File: src/rtl/irq_prio_pkg.sv
package irq_prio_pkg;

    localparam int NUM_LVL = 8;
    localparam int LVL_W   = $clog2(NUM_LVL);
    localparam int DATA_W  = 8;
    localparam int BASE_W  = DATA_W - LVL_W;

    // command word bit positions
    localparam int CB_RESTART = 4;
    localparam int CB_TRIG    = 3;
    localparam int CB_EXTRA   = 0;
    localparam int CB_RSEL    = 3;
    localparam int CB_RSELVAL = 0;
    localparam int CB_EOI     = 5;

    typedef logic [NUM_LVL-1:0] lvl_vec_t;

    typedef enum logic [1:0] {
        PH_IDLE  = 2'd0,
        PH_BASE  = 2'd1,
        PH_EXTRA = 2'd2,
        PH_RUN   = 2'd3
    } init_phase_e;

    typedef struct packed {
        logic             found;
        logic [LVL_W-1:0] idx;
    } pick_t;

    typedef struct packed {
        logic restart;
        logic mask_wr;
        logic eoi;
    } cmd_pulse_t;

    function automatic pick_t pick_first(input lvl_vec_t v);
        pick_t r;
        r = '0;
        for (int i = NUM_LVL - 1; i >= 0; i--) begin
            if (v[i]) begin
                r.found = 1'b1;
                r.idx   = LVL_W'(i);
            end
        end
        return r;
    endfunction

    function automatic lvl_vec_t onehot_of(input pick_t p);
        lvl_vec_t v;
        v = '0;
        if (p.found) v[p.idx] = 1'b1;
        return v;
    endfunction

endpackage

File: src/rtl/irq_cmd_decode.sv
module irq_cmd_decode
    import irq_prio_pkg::*;
(
    input  logic              clk,
    input  logic              rst,
    input  logic              sel,
    input  logic              wr,
    input  logic              a0,
    input  logic [DATA_W-1:0] wdata,
    output cmd_pulse_t        pulses,
    output logic              running,
    output logic              level_mode,
    output logic              read_isr,
    output logic [BASE_W-1:0] vec_base,
    output lvl_vec_t          mask_val
);

    init_phase_e phase_q;
    logic        extra_q;
    logic        wr_en;
    logic        restart_w;
    logic        rsel_w;

    assign wr_en     = sel && wr;
    assign restart_w = wr_en && !a0 && wdata[CB_RESTART];
    assign running   = (phase_q == PH_RUN);
    assign rsel_w    = wr_en && running && !a0 && !wdata[CB_RESTART] && wdata[CB_RSEL];

    always_comb begin
        pulses         = '0;
        pulses.restart = restart_w;
        pulses.mask_wr = wr_en && running && a0;
        pulses.eoi     = wr_en && running && !a0 && !wdata[CB_RESTART]
                         && !wdata[CB_RSEL] && wdata[CB_EOI];
    end

    assign mask_val = lvl_vec_t'(wdata);

    always_ff @(posedge clk) begin
        if (rst) begin
            phase_q    <= PH_IDLE;
            extra_q    <= 1'b0;
            level_mode <= 1'b0;
            read_isr   <= 1'b0;
            vec_base   <= '0;
        end else if (restart_w) begin
            phase_q    <= PH_BASE;
            extra_q    <= wdata[CB_EXTRA];
            level_mode <= wdata[CB_TRIG];
            read_isr   <= 1'b0;
        end else begin
            if (wr_en && a0) begin
                case (phase_q)
                    PH_BASE: begin
                        vec_base <= wdata[DATA_W-1:LVL_W];
                        phase_q  <= extra_q ? PH_EXTRA : PH_RUN;
                    end
                    PH_EXTRA: phase_q <= PH_RUN;
                    default: ;
                endcase
            end
            if (rsel_w) read_isr <= wdata[CB_RSELVAL];
        end
    end

endmodule

File: src/rtl/irq_req_latch.sv
module irq_req_latch
    import irq_prio_pkg::*;
(
    input  logic     clk,
    input  logic     rst,
    input  lvl_vec_t irq_in,
    input  logic     level_mode,
    input  logic     restart,
    input  lvl_vec_t clr,
    output lvl_vec_t irr
);

    for (genvar g = 0; g < NUM_LVL; g++) begin : g_line
        logic prev_q;
        logic req_q;

        always_ff @(posedge clk) begin
            if (rst || restart) begin
                prev_q <= 1'b1;
                req_q  <= 1'b0;
            end else begin
                prev_q <= irq_in[g];
                if (level_mode)
                    req_q <= irq_in[g];
                else
                    req_q <= (req_q && !clr[g]) || (irq_in[g] && !prev_q);
            end
        end

        assign irr[g] = req_q;
    end

endmodule

File: src/rtl/irq_prio_resolve.sv
module irq_prio_resolve
    import irq_prio_pkg::*;
(
    input  lvl_vec_t irr,
    input  lvl_vec_t imr,
    input  lvl_vec_t isr,
    output logic     present,
    output pick_t    win
);

    pick_t top_srv;

    always_comb begin
        win     = pick_first(irr & ~imr);
        top_srv = pick_first(isr);
        present = win.found && (!top_srv.found || (win.idx < top_srv.idx));
    end

endmodule

File: src/rtl/irq_prio_ctrl.sv
module irq_prio_ctrl
    import irq_prio_pkg::*;
(
    input  logic              clk,
    input  logic              rst,
    input  logic [7:0]        irq_in,
    input  logic              sel,
    input  logic              rd,
    input  logic              wr,
    input  logic              a0,
    input  logic [7:0]        wdata,
    output logic [7:0]        rdata,
    input  logic              ack,
    output logic              int_o,
    output logic [7:0]        vec_o,
    output logic              vec_vld
);

    cmd_pulse_t        pulses;
    logic              running;
    logic              level_mode;
    logic              read_isr;
    logic [BASE_W-1:0] vec_base;
    lvl_vec_t          mask_val;
    lvl_vec_t          irr;
    lvl_vec_t          isr;
    lvl_vec_t          imr;
    lvl_vec_t          ack_set;
    lvl_vec_t          eoi_clr;
    logic              present;
    pick_t             win;
    logic              take;

    irq_cmd_decode u_dec (
        .clk        (clk),
        .rst        (rst),
        .sel        (sel),
        .wr         (wr),
        .a0         (a0),
        .wdata      (wdata),
        .pulses     (pulses),
        .running    (running),
        .level_mode (level_mode),
        .read_isr   (read_isr),
        .vec_base   (vec_base),
        .mask_val   (mask_val)
    );

    irq_req_latch u_req (
        .clk        (clk),
        .rst        (rst),
        .irq_in     (irq_in),
        .level_mode (level_mode),
        .restart    (pulses.restart),
        .clr        (ack_set),
        .irr        (irr)
    );

    irq_prio_resolve u_res (
        .irr     (irr),
        .imr     (imr),
        .isr     (isr),
        .present (present),
        .win     (win)
    );

    assign int_o   = running && present;
    assign take    = ack && int_o;
    assign ack_set = take ? onehot_of(win) : '0;
    assign eoi_clr = pulses.eoi ? onehot_of(pick_first(isr)) : '0;

    always_ff @(posedge clk) begin
        if (rst || pulses.restart) begin
            isr <= '0;
            imr <= '0;
        end else begin
            isr <= (isr & ~eoi_clr) | ack_set;
            if (pulses.mask_wr) imr <= mask_val;
        end
    end

    always_ff @(posedge clk) begin
        if (rst) begin
            vec_vld <= 1'b0;
            vec_o   <= '0;
        end else begin
            vec_vld <= take;
            if (take) vec_o <= {vec_base, win.idx};
        end
    end

    always_comb begin
        rdata = '0;
        if (sel && rd) begin
            if (a0)            rdata = imr;
            else if (read_isr) rdata = isr;
            else               rdata = irr;
        end
    end

endmodule

File: config.mk
export PLATFORM = sky130hd
export DESIGN_NAME = irq_prio_ctrl
export DESIGN_NICKNAME = d
export VERILOG_FILES = /design/src/rtl/irq_prio_pkg.sv /design/src/rtl/irq_cmd_decode.sv /design/src/rtl/irq_req_latch.sv /design/src/rtl/irq_prio_resolve.sv /design/src/rtl/irq_prio_ctrl.sv
export SDC_FILE = /design/constraint.sdc
export NUM_CORES = 1
export LEC_CHECK = 0
export ABC_AREA = 0
export BUFFER_PORTS_ARGS = -buffer_cell sky130_fd_sc_hd__buf_2
export CAP_MARGIN = 0
export CORE_MARGIN = 5
export CORE_UTILIZATION = 45
export CTS_CLUSTER_DIAMETER = 60
export CTS_CLUSTER_SIZE = 30
export DETAILED_ROUTE_END_ITERATION = 10
export GPL_TIMING_DRIVEN = 0
export HOLD_SLACK_MARGIN = 0.02
export PLACE_DENSITY = 0.68
export REMOVE_ABC_BUFFERS = 1
export SETUP_SLACK_MARGIN = 0.2
export SYNTH_ARGS = -nofsm -noshare
export SYNTH_HDL_FRONTEND = slang
export SYNTH_SLANG_ARGS = --single-unit
File: constraint.sdc
create_clock -name clk -period 2.3 [get_ports clk]
set_input_delay 0.115 -clock clk [delete_from_list [all_inputs] [get_ports clk]]
set_output_delay 0.115 -clock clk [all_outputs]
set_load 0.05 [all_outputs]
==> key figures <==
Place
  • Placement Setup Slack: -0.702 ns
  • Placer congestion estimate: 0.904
  • Post-Place Cell Area: 2820 sq um
  • Port Buf Inserts: 40
  • Cells after DPL: 422
  • Post-DP HPWL: 4.43 mm

Synth
  • FFs w/ async S/R, synth: 0
  • Top_reg_cell synth: dfxtp_1
  • Simple-Gate Fraction of Synth Area: 0.287
  • Syn Inst Count: 324
  • Cell Area, Synth: 2600 sq um
  • EDFF count, synth: 0
  • Post-synth top area share: 0.393
  • Synth cell types: 39
  • Synth Area in Compound Gates: 0.174
  • Area contributors post-synth: dfxtp_1, mux2i_1, nand2b_1
  • Post-synthesis adder-cell area fraction: 0.0241
  • Leading area contributor after synthesis: dfxtp_1
  • Syn Area/Cell: 8.02 sq um
  • Xor/xnor share of the synthesized area: 0
  • Seq/Total Area, Yosys: 0.393
  • Flops & latches, synth: 51
  • Largest family of logic cells by synthesized area: simple AND/OR/NAND/NOR gates
  • Mux cell area share after synthesis: 0.0731
  • Yosys warns: 0

Timing
  • Final worst setup slack: -0.196 ns
  • Max_slew headroom: 0.241
  • Final Skew: 0.00680 ns
  • Fin crit share: 1.09
  • Period minus WS final: 2.50 ns
  • RSZ-0062 raised after global routing: yes
  • F_max: 401 MHz
  • Worst slew pin tran: 1.14 ns
  • Hold Worst Slack: 0.0404 ns
  • Pins Over Slew Limit: 0
  • Hold Violations, Final: 0
  • Setup violators final: 15

Layout
  • Storage cell area: 1040 sq um
  • Most common cell after layout, fill and taps aside: nand2_1
  • Layout fillers: 491
  • Footprint of the multi-input gates: 1550 sq um
  • Final Cell Area: 3310 sq um
  • Util after Layout: 0.594
  • Non-filler cells, final: 455
  • Layout Nets: 410
  • Area delta synth->final: 27.4%
  • N_diodes: 0
  • Share of layout cells above drive strength 1: 0.245
  • Commonest cells after routing, fill and taps aside: nand2_1, dfxtp_1, buf_2, a21oi_1, nor2_1

Detailed routing
  • Vias per cell: 5.35
  • M1 WL: 3.02 mm
  • DRC: 0
  • Metal3 WL: 407 um
  • Wirelength, routed: 6.91 mm
  • WL per Instance: 15.2 um
  • Antenna viol nets, final: 0
  • DRC marker count from the first detailed-route iteration: 163
  • Via Count: 2432
  • First-pass iteration count of the detailed router: 4
  • Max layer used: met4
  • Met2 Wirelength: 3.38 mm

Floorplan
  • Starting density of the core: 0.466
  • Total core area: 5570 sq um
  • Site row count: 27
  • Die Height: 86.0 um
  • I/O pins: 41
  • Die area: 7400 sq um
  • Chip width: 86.0 um

Global routing
  • Vias in the first global route: 2303
  • Initial antenna violation count: 0
  • Largest net degree at the start of global routing: 30
  • Grt ovf: 0
  • Gr usage total: 0.184
  • First-pass GRT wire length: 11.0 mm

Clock network
  • CTS max path bufs: 2
  • CTS H-tree depth: 2
  • Clk root buf: clkbuf_8
  • Clock Latency Late Sink: 0.30 ns
  • Sink Count: 51
  • CTS buffer count: 5
  • CTS tree: yes
  • Clk slew on worst S/H paths: 0.10 ns

Setup path
  • Worst Path Arrival: 2.73 ns
  • Worst setup SP type: flip-flop
  • R2r setup slk: -0.20 ns
  • Crit end category: flip-flop
  • Crit path kind: reg2reg
  • WP data required: 2.53 ns
  • Critical path fanouts, max: 8

Pwr
  • PD cells: 575 nW/um^2
  • Leak: 1.32 nW
  • Worst IR Drop VDD: 0.400 mV

Min path
  • HP Class: in2reg

Flow run
  • Max Cap Viol: 0

Outcome
  • Failing checks: setup timing
  • Outcome: finished, violations left
-- power by group --
group,switching (mW),leakage (nW),internal (mW)
Clock,0.301,0.0644,0.434
Sequential,0.0146,0.419,0.901
Combinational,0.142,0.836,0.112
Total,0.457,1.32,1.45
-- metrics by stage --
stage               total power [mW]  TNS [ns]
global route                    1.98     -3.81
detailed placement              1.13     -8.37
finish                          1.90     -1.73
global placement                1.13     -8.92
CTS                             1.89    -0.143
floorplan                       1.06     -1.02
-- path summary, 6_finish.rpt --
path / startpoint / end / depth (start not counted)
worst min-delay path: wdata[1] / imr[1] / 3
worst max-delay path: u_req.g_line[4].req_q / vec_o[7] / 9
worst min register to register: u_dec.vec_base[0] / u_dec.vec_base[0] / 2
worst max register to register: u_req.g_line[4].req_q / vec_o[7] / 9
-- metal layers --
metal,up-vias,global-route usage
met5,-,0
met2,74,0.317
met3,11,0.0336
met1,1135,0.238
li1,1212,-
met4,0,0.0446
-- worst max-delay path, cell delays in order (launching register included) --
cell	delay, ns
dfxtp_2	0.37
nor2b_4	0.20
nor2_4	0.06
a211oi_2	0.31
ha_1	0.32
a221oi_4	0.36
o211ai_2	0.20
a21oi_4	0.23
buf_12	0.16
mux2i_2	0.20
-- area by class of cell --
class | instances | area share
multi-input combinational | 243 | 0.468
sequential | 51 | 0.313
timing repair buffer | 65 | 0.132
tap | 72 | 0.0272
clock buffer | 5 | 0.0208
clock inverter | 3 | 0.0204
inverter | 16 | 0.0181
-- cell families (layout without fill, tap and decap cells) --
group	count (synthesis)	count (layout)
AOI/OAI and AO/OA	71	71
adders and majority gates	5	5
buffers and inverters	30	89
DFF	51	51
muxes	19	19
and+or+nand+nor	148	148
-- registers in the layout, summed over array words and instances (netlist names) --
name,flops
vec_vld,1
u_dec.extra_q,1
u_dec.level_mode,1
u_dec.vec_base,5
u_dec.phase_q,2
imr,8
u_req.g_line.req_q,8
u_dec.read_isr,1
vec_o,8
u_req.g_line.prev_q,8
isr,8
-- timing repair --
item,in CTS,in global routing
pin swaps,7,10
hold endpoints to repair,8,0
resized for setup,33,6
hold buffers,8,0
buffers inserted,9,8
endpoints found under the setup margin,26,26
-- cells in the mapped netlist, drive strengths merged (2+ instances only) --
cell type   n
dfxtp      51
nand2      42
a21oi      37
nor2       34
nand2b     29
mux2i      19
inv        16
o21ai      14
nand3      12
clkbuf     10
nor2b       9
ha          5
buf         4
nand3b      4
a311o       3
and2        3
nor3        3
nor3b       3
o21a        3
o2bb2ai     3
o31ai       3
or3         3
nand4       2
o22ai       2
Power figures use the tool's default switching activity.
